**src/rtl/irq_cap_pkg.sv**
```systemverilog
package irq_cap_pkg;
    typedef enum logic [1:0] {
        EV_NONE     = 2'b00,
        EV_ASSERT   = 2'b01,
        EV_DEASSERT = 2'b10,
        EV_PULSE    = 2'b11
    } ev_kind_e;
endpackage

```
**src/rtl/irq_evt_decode.sv**
```systemverilog
module irq_evt_decode #(
    parameter int N_CTL = 2,
    parameter int LINES = 8,
    localparam int NL = N_CTL * LINES,
    localparam int LW = $clog2(NL)
) (
    input  logic [N_CTL-1:0] ctl_ready,
    input  logic             evt_valid,
    input  logic [LW-1:0]    evt_line,
    input  logic             ack_valid,
    input  logic [LW-1:0]    ack_line,
    output logic [NL-1:0]    evt_hit,
    output logic [NL-1:0]    ack_hit
);
    for (genvar n = 0; n < NL; n++) begin : g_line
        localparam int CTL = n / LINES;
        assign evt_hit[n] = evt_valid && (evt_line == LW'(n)) && ctl_ready[CTL];
        assign ack_hit[n] = ack_valid && (ack_line == LW'(n));
    end
endmodule

```
**src/rtl/irq_mode_regs.sv**
```systemverilog
module irq_mode_regs #(
    parameter int N_CTL = 2,
    parameter int LINES = 8,
    parameter logic [N_CTL*LINES-1:0] EDGE_ONLY = 16'h2107,
    localparam int NL = N_CTL * LINES,
    localparam int SW = (N_CTL > 1) ? $clog2(N_CTL) : 1
) (
    input  logic             clk,
    input  logic             rst_n,
    input  logic             we,
    input  logic [SW-1:0]    wsel,
    input  logic [LINES-1:0] wdata,
    input  logic [SW-1:0]    rsel,
    output logic [LINES-1:0] rdata,
    output logic [NL-1:0]    level
);
    logic [LINES-1:0] mode_q [N_CTL];

    for (genvar c = 0; c < N_CTL; c++) begin : g_ctl
        localparam logic [LINES-1:0] LOCK = EDGE_ONLY[c*LINES +: LINES];
        always_ff @(posedge clk) begin
            if (!rst_n) begin
                mode_q[c] <= '0;
            end else if (we && (wsel == SW'(c))) begin
                mode_q[c] <= wdata & ~LOCK;
            end
        end
        assign level[c*LINES +: LINES] = mode_q[c];

        AST_EDGE_LOCKED: assert property (@(posedge clk) disable iff (!rst_n)
            (we && wsel == SW'(c)) |=> ((mode_q[c] & LOCK) == '0));
    end

    always_comb begin
        rdata = '0;
        for (int c = 0; c < N_CTL; c++) begin
            if (rsel == SW'(c)) rdata = mode_q[c];
        end
    end
endmodule

```
**src/rtl/irq_line_cell.sv**
```systemverilog
module irq_line_cell
    import irq_cap_pkg::*;
#(
    parameter int CNT_W = 4,
    localparam logic [CNT_W-1:0] CNT_MAX = {CNT_W{1'b1}}
) (
    input  logic       clk,
    input  logic       rst_n,
    input  logic       hit,
    input  ev_kind_e   kind,
    input  logic       level,
    input  logic       ack,
    output logic       req,
    output logic       err
);
    logic [CNT_W-1:0] cnt_q, cnt_nxt;
    logic rise, uf, pos, set_req, clr_req;

    always_comb begin
        cnt_nxt = cnt_q;
        rise    = 1'b0;
        uf      = 1'b0;
        pos     = 1'b0;
        unique case (kind)
            EV_ASSERT: begin
                cnt_nxt = (cnt_q == CNT_MAX) ? cnt_q : cnt_q + CNT_W'(1);
                rise    = (cnt_q == '0);
                pos     = 1'b1;
            end
            EV_DEASSERT: begin
                cnt_nxt = (cnt_q == '0) ? cnt_q : cnt_q - CNT_W'(1);
                uf      = (cnt_q == '0);
                pos     = (cnt_nxt != '0);
            end
            EV_PULSE: begin
                rise = (cnt_q == '0);
                pos  = 1'b1;
            end
            EV_NONE: ;
        endcase
        set_req = hit && (kind != EV_NONE) && (rise || (level && pos));
        clr_req = ack && ((cnt_q == '0) || !level) && !set_req;
    end

    always_ff @(posedge clk) begin
        if (!rst_n) begin
            cnt_q <= '0;
            req   <= 1'b0;
            err   <= 1'b0;
        end else begin
            if (hit) cnt_q <= cnt_nxt;
            if (set_req)      req <= 1'b1;
            else if (clr_req) req <= 1'b0;
            if (hit && uf) err <= 1'b1;
        end
    end

    AST_CNT_SATURATES: assert property (@(posedge clk) disable iff (!rst_n)
        (hit && kind == EV_ASSERT && cnt_q == CNT_MAX) |=> (cnt_q == CNT_MAX));
    AST_UNDERFLOW_FLAG: assert property (@(posedge clk) disable iff (!rst_n)
        (hit && kind == EV_DEASSERT && cnt_q == '0) |=> (err && cnt_q == '0));
    AST_RISE_SETS: assert property (@(posedge clk) disable iff (!rst_n)
        (hit && kind == EV_ASSERT && cnt_q == '0) |=> req);
    AST_PULSE_KEEPS_CNT: assert property (@(posedge clk) disable iff (!rst_n)
        (hit && kind == EV_PULSE) |=> $stable(cnt_q));
    AST_LEVEL_HOLDS: assert property (@(posedge clk) disable iff (!rst_n)
        (level && req && cnt_q != '0) |=> req);
endmodule

```
**src/rtl/irq_req_capture.sv**
```systemverilog
module irq_req_capture
    import irq_cap_pkg::*;
#(
    parameter int N_CTL = 2,
    parameter int LINES = 8,
    parameter int CNT_W = 4,
    parameter logic [N_CTL*LINES-1:0] EDGE_ONLY = 16'h2107,
    localparam int NL = N_CTL * LINES,
    localparam int LW = $clog2(NL),
    localparam int LB = $clog2(LINES),
    localparam int SW = (N_CTL > 1) ? $clog2(N_CTL) : 1
) (
    input  logic             clk,
    input  logic             rst_n,
    input  logic [N_CTL-1:0] ctl_ready,
    input  logic             evt_valid,
    input  logic [LW-1:0]    evt_line,
    input  logic [1:0]       evt_kind,
    input  logic             ack_valid,
    input  logic [LW-1:0]    ack_line,
    input  logic             mode_we,
    input  logic [SW-1:0]    mode_wsel,
    input  logic [LINES-1:0] mode_wdata,
    input  logic [SW-1:0]    mode_rsel,
    output logic [LINES-1:0] mode_rdata,
    output logic [NL-1:0]    req_o,
    output logic [NL-1:0]    uf_err_o
);
    logic [NL-1:0] evt_hit, ack_hit, level;
    ev_kind_e kind;
    assign kind = ev_kind_e'(evt_kind);

    irq_evt_decode #(.N_CTL(N_CTL), .LINES(LINES)) u_dec (
        .ctl_ready (ctl_ready),
        .evt_valid (evt_valid),
        .evt_line  (evt_line),
        .ack_valid (ack_valid),
        .ack_line  (ack_line),
        .evt_hit   (evt_hit),
        .ack_hit   (ack_hit)
    );

    irq_mode_regs #(.N_CTL(N_CTL), .LINES(LINES), .EDGE_ONLY(EDGE_ONLY)) u_mode (
        .clk   (clk),
        .rst_n (rst_n),
        .we    (mode_we),
        .wsel  (mode_wsel),
        .wdata (mode_wdata),
        .rsel  (mode_rsel),
        .rdata (mode_rdata),
        .level (level)
    );

    for (genvar n = 0; n < NL; n++) begin : g_cell
        irq_line_cell #(.CNT_W(CNT_W)) u_cell (
            .clk   (clk),
            .rst_n (rst_n),
            .hit   (evt_hit[n]),
            .kind  (kind),
            .level (level[n]),
            .ack   (ack_hit[n]),
            .req   (req_o[n]),
            .err   (uf_err_o[n])
        );
    end

    logic [LW-LB-1:0] evt_ctl;
    assign evt_ctl = evt_line[LW-1:LB];

    AST_NOT_READY_IGNORED: assert property (@(posedge clk) disable iff (!rst_n)
        (evt_valid && !ctl_ready[evt_ctl] && !ack_valid) |=> $stable(req_o));
    AST_IDLE_STABLE: assert property (@(posedge clk) disable iff (!rst_n)
        (!evt_valid && !ack_valid) |=> $stable(req_o));
    AST_ERR_STICKY: assert property (@(posedge clk) disable iff (!rst_n)
        ((uf_err_o & ~$past(uf_err_o)) == '0) || $past(evt_valid));
endmodule

```
**config.mk**
```make
export PLATFORM = sky130hd
export DESIGN_NAME = irq_req_capture
export DESIGN_NICKNAME = d
export VERILOG_FILES = /design/src/rtl/irq_cap_pkg.sv /design/src/rtl/irq_evt_decode.sv /design/src/rtl/irq_mode_regs.sv /design/src/rtl/irq_line_cell.sv /design/src/rtl/irq_req_capture.sv
export SDC_FILE = /design/constraint.sdc
export NUM_CORES = 1
export LEC_CHECK = 0
export ABC_CLOCK_PERIOD_IN_PS = 4200
export BUFFER_PORTS_ARGS = -buffer_cell sky130_fd_sc_hd__buf_2
export CORE_MARGIN = 1.5
export CORE_UTILIZATION = 40
export DETAILED_ROUTE_END_ITERATION = 7
export MAX_ROUTING_LAYER = met4
export SYNTH_ARGS = -nofsm -noshare
export SYNTH_HDL_FRONTEND = slang
export SYNTH_HIERARCHICAL = 1
export SYNTH_SLANG_ARGS = --single-unit
```
**constraint.sdc**
```tcl
create_clock -name clk -period 4.2 [get_ports clk]
set_input_delay 0.84 -clock clk [delete_from_list [all_inputs] [get_ports clk]]
set_output_delay 0.84 -clock clk [all_outputs]
set_load 0.03 [all_outputs]
```
==> results.md <==
- Outcome: finished clean
- Starting Density: 0.408
- Post-CTS sizing: 0
- Crit path max-delay family: simple AND/OR/NAND/NOR gates
- GR peak layer: met2
- RSZ-0062 raised after global routing: false
- Filler cell count in the final layout: 2,054
- R2R setup slack: 2.39 ns
- Slew @ Worst Pin: 0.718 ns
- Vias per cell: 5.73
- Design area: 9040 µm²
- Max Cap Violations: 0
- Final period util: 0.591
- CTS clock-pin slew for the worst setup and hold paths: 0.08 ns
- Setup Buffers After CTS: 0
- Placed Area: 8730 µm²
- Avg Inst Size Synth: 7.94 µm²
- Slew headroom: 0.516
- GR Util met3: 0.0217
- P&R area growth vs syn: 9.42%
- Peak supply drop: 189 µV
- First-pass GRT wire length: 34.4 mm
- # DRC: 0
- Max Transition Viols Final: 0
- Power Density: 277 nW/µm²
- Data arrival, critical path: 2.73 ns
- Die area: 21,500 µm²
- Met2 usage: 0.305
- R2R depth: 6
- Hold-fix buffers, CTS: 0
- Number of diodes: 0
- Final setup violating endpoints: 0
- Number of global-route vias before repair: 6,892
- Min Tclk post-route: 2.48 ns
- Clk_lat worst skew: 0.36 ns
- Hold endpoint: g_cell[9].u_cell/req$_SDFFE_PN0P_
- Share of the synthesized area in the top cell type: 0.233
- Cells on Worst Hold Path: 2
- Hold crit path type: reg2reg
- Initial antenna violation count: 0
- Gr usage total: 0.197
- Top post-synthesis cells by area: dfxtp_1, nand2_1, ha_1
- Final clock skew: 0.00622 ns
- Worst setup margin: 1.72 ns
- Fin cells: 1,360
- Root Buffer: clkbuf_16
- Total Wirelength: 20.6 mm
- Distinct cells, synth: 50
- Fmax achieved: 0.403 GHz
- Number of buffers created by CTS: 9
- Met1 Usage GRT: 0.274
- Slowest-stage cell, CP: nor3_1
- Setup TNS Final: 0 ns
- RR Endpoint: g_cell[9].u_cell/req$_SDFFE_PN0P_
- Ratio of cells with drive above 1 in the final layout: 0.131
- Critical path's largest stage delay: 0.62 ns
- Die height: 147 µm
- Fin nets: 1,144
- Port Buffers: 64
- Total congestion overflow: 0
- Detail Route Antenna Nets: 0
- Dpl cells: 1,344
- Asr flop ratio synth: 0
- Crit Path Max Fanout: 6
- Clock Sinks: 107
- Cell Area, Synth: 8260 µm²
- IO Count: 67
- Ys Warns: 6
- First-pass iteration count of the detailed router: 6
- Crit path required time: 4.45 ns
- Placement Rows: 52
- Pre-CTS WS: 1.38 ns
- Pleak: 3.19 nW
- Routability Congestion: 0.886
- DP HPWL: 14.5 mm
- Clock Tree Buf Depth: 2
- Vias: 7,794
- CTS HTree Levels: 3
- Post-synthesis sequential area ratio: 0.273
- Post-synth EDFFs: 11
- Crit Path Category: in2reg
- Ys flop type: dfxtp_1
- Final hold violation count: 0
- CTS tree: yes
- Drt initial violations: 818
- Setup crit end kind: flop
- Synth Register Bits: 107
- CP cell instances: buf_2 > nand3b_1 > nor3_1 > nand2_1 > a311o_1 > and3_1 > o21a_1
- Pin count of the biggest net entering global routing: 53
- Core ar.: 20,200 µm²
- Largest area contributor in the synthesized netlist: dfxtp_1
- Die width: 147 µm
- Post-synthesis cell count: 1,040
- Crit start category: input pin
- Hold Path Origin: g_cell[9].u_cell/req$_SDFFE_PN0P_
- Final Hold Slack: 0.482 ns
- R2R Path Start: g_cell[9].u_cell/cnt_q[0]$_SDFFE_PN0P_
- Avg WL per Cell: 15.2 µm
- Worst path bufs/invs: 1
==> synthesized netlist by cell type (16+ instances only) <==
| master | count |
|---|---|
| nand2_1 | 129 |
| dfxtp_1 | 96 |
| nor2_1 | 57 |
| inv_1 | 52 |
| o21ai_0 | 50 |
| a21oi_1 | 49 |
| nor2b_1 | 46 |
| nand3_1 | 37 |
| and3_1 | 36 |
| a31oi_1 | 35 |
| ha_1 | 32 |
| o31a_1 | 31 |
| xor2_1 | 30 |
| nand3b_1 | 22 |
| nor3_1 | 22 |
| buf_4 | 21 |
| mux2_2 | 19 |
| buf_2 | 18 |
| nand2b_1 | 18 |
| a311o_1 | 16 |
| mux2i_1 | 16 |
| nand4_1 | 16 |
| nand4b_1 | 16 |
| or3b_4 | 16 |
==> placed cells by master (no fill, tap or decap), types with 16 or more instances in the layout <==
cell type / synthesis / final
nand4_1: 16 / 16
nand4b_1: 16 / 16
mux2i_1: 16 / 16
xor2_1: 30 / 30
nor2_1: 57 / 57
and3_1: 36 / 36
dfxtp_1: 96 / 96
nor2b_1: 46 / 46
a21oi_1: 49 / 49
nand2_1: 129 / 129
nand2b_1: 18 / 18
mux2_2: 19 / 19
ha_1: 32 / 32
buf_2: 18 / 62
or3b_4: 16 / 16
o21ai_0: 50 / 50
o31a_1: 31 / 31
inv_1: 52 / 52
nand3b_1: 22 / 22
nand3_1: 37 / 37
nor3_1: 22 / 22
a311o_1: 16 / 16
a31oi_1: 35 / 35
==> kinds of logic (layout without fill, tap and decap cells) <==
group,Yosys count,after routing,synth area share
buf+inv,93,138,0.0563
other cells,1,6,0.000454
xor+xnor,30,30,0.0318
flops,107,107,0.273
mux,35,35,0.0453
fa+ha+maj,32,32,0.0485
simple gates,466,466,0.310
compound gates,276,276,0.235
==> stage by stage <==
step | power, mW | utilization
finish | 2.50 | 0.447
global route | 2.63 | 0.447
CTS | 2.53 | 0.447
detailed placement | 1.59 | 0.431
global placement | 1.59 | 0.431
floorplan | 1.45 | -
==> flip-flops by register name (all words and copies together), names as in the netlist <==
name	cells
g_cell.u_cell/cnt_q	64
g_cell.u_cell/err	16
g_cell.u_cell/req	16
u_mode/mode_q	11
==> worst reg2reg max path, delay by kind of cell (launching register included) <==
family                   cells  cell delay [ns]
AO/OA/AOI/OAI                3             0.35
adder cells (fa/ha/maj)      1             0.24
buffers and inverters        1             0.13
flip-flops                   1             0.37
AND/OR/NAND/NOR              1             0.62
==> layer usage <==
| layer | share of wire | vias up |
|---|---|---|
| met5 | 0 | - |
| met4 | 0.0098 | 0 |
| met3 | 0.036 | 13 |
| met2 | 0.45 | 159 |
| met1 | 0.50 | 3690 |
| li1 | - | 3932 |
==> worst max-delay path by stage <==
| stage | startpoint | endpoint | slack [ns] | depth (start not counted) |
|---|---|---|---|---|
| after global routing | evt_line[1] | g_cell[9].u_cell/cnt_q[2]$_SDFFE_PN0P_ | 1.56 | 7 |
| after detailed placement | evt_line[3] | g_cell[6].u_cell/cnt_q[1]$_SDFFE_PN0P_ | 1.38 | 7 |
| after floorplan | evt_line[0] | g_cell[0].u_cell/cnt_q[1]$_SDFFE_PN0P_ | 1.77 | 7 |
| final | evt_line[3] | g_cell[6].u_cell/cnt_q[1]$_SDFFE_PN0P_ | 1.72 | 7 |
| after global placement | evt_line[3] | g_cell[6].u_cell/cnt_q[1]$_SDFFE_PN0P_ | 1.37 | 7 |
| after CTS | evt_line[3] | g_cell[6].u_cell/cnt_q[1]$_SDFFE_PN0P_ | 1.76 | 7 |
==> cell type report <==
class | count | area, µm² | area share
Tap cell | 270 | 338 | 0.0374
Inverter | 52 | 195 | 0.0216
Sequential cell | 107 | 2250 | 0.249
Timing Repair Buffer | 70 | 383 | 0.0424
Clock buffer | 10 | 229 | 0.0253
Multi-Input combinational cell | 845 | 5560 | 0.615
Clock inverter | 6 | 80.1 | 0.00886
==> report_power, final <==
group	total (mW)	switching, mW	internal [mW]
sequential	1.12	0.0510	1.07
combinational	0.461	0.275	0.187
clock	0.923	0.403	0.520
total	2.50	0.729	1.77
(Power assumes the default switching activity.)
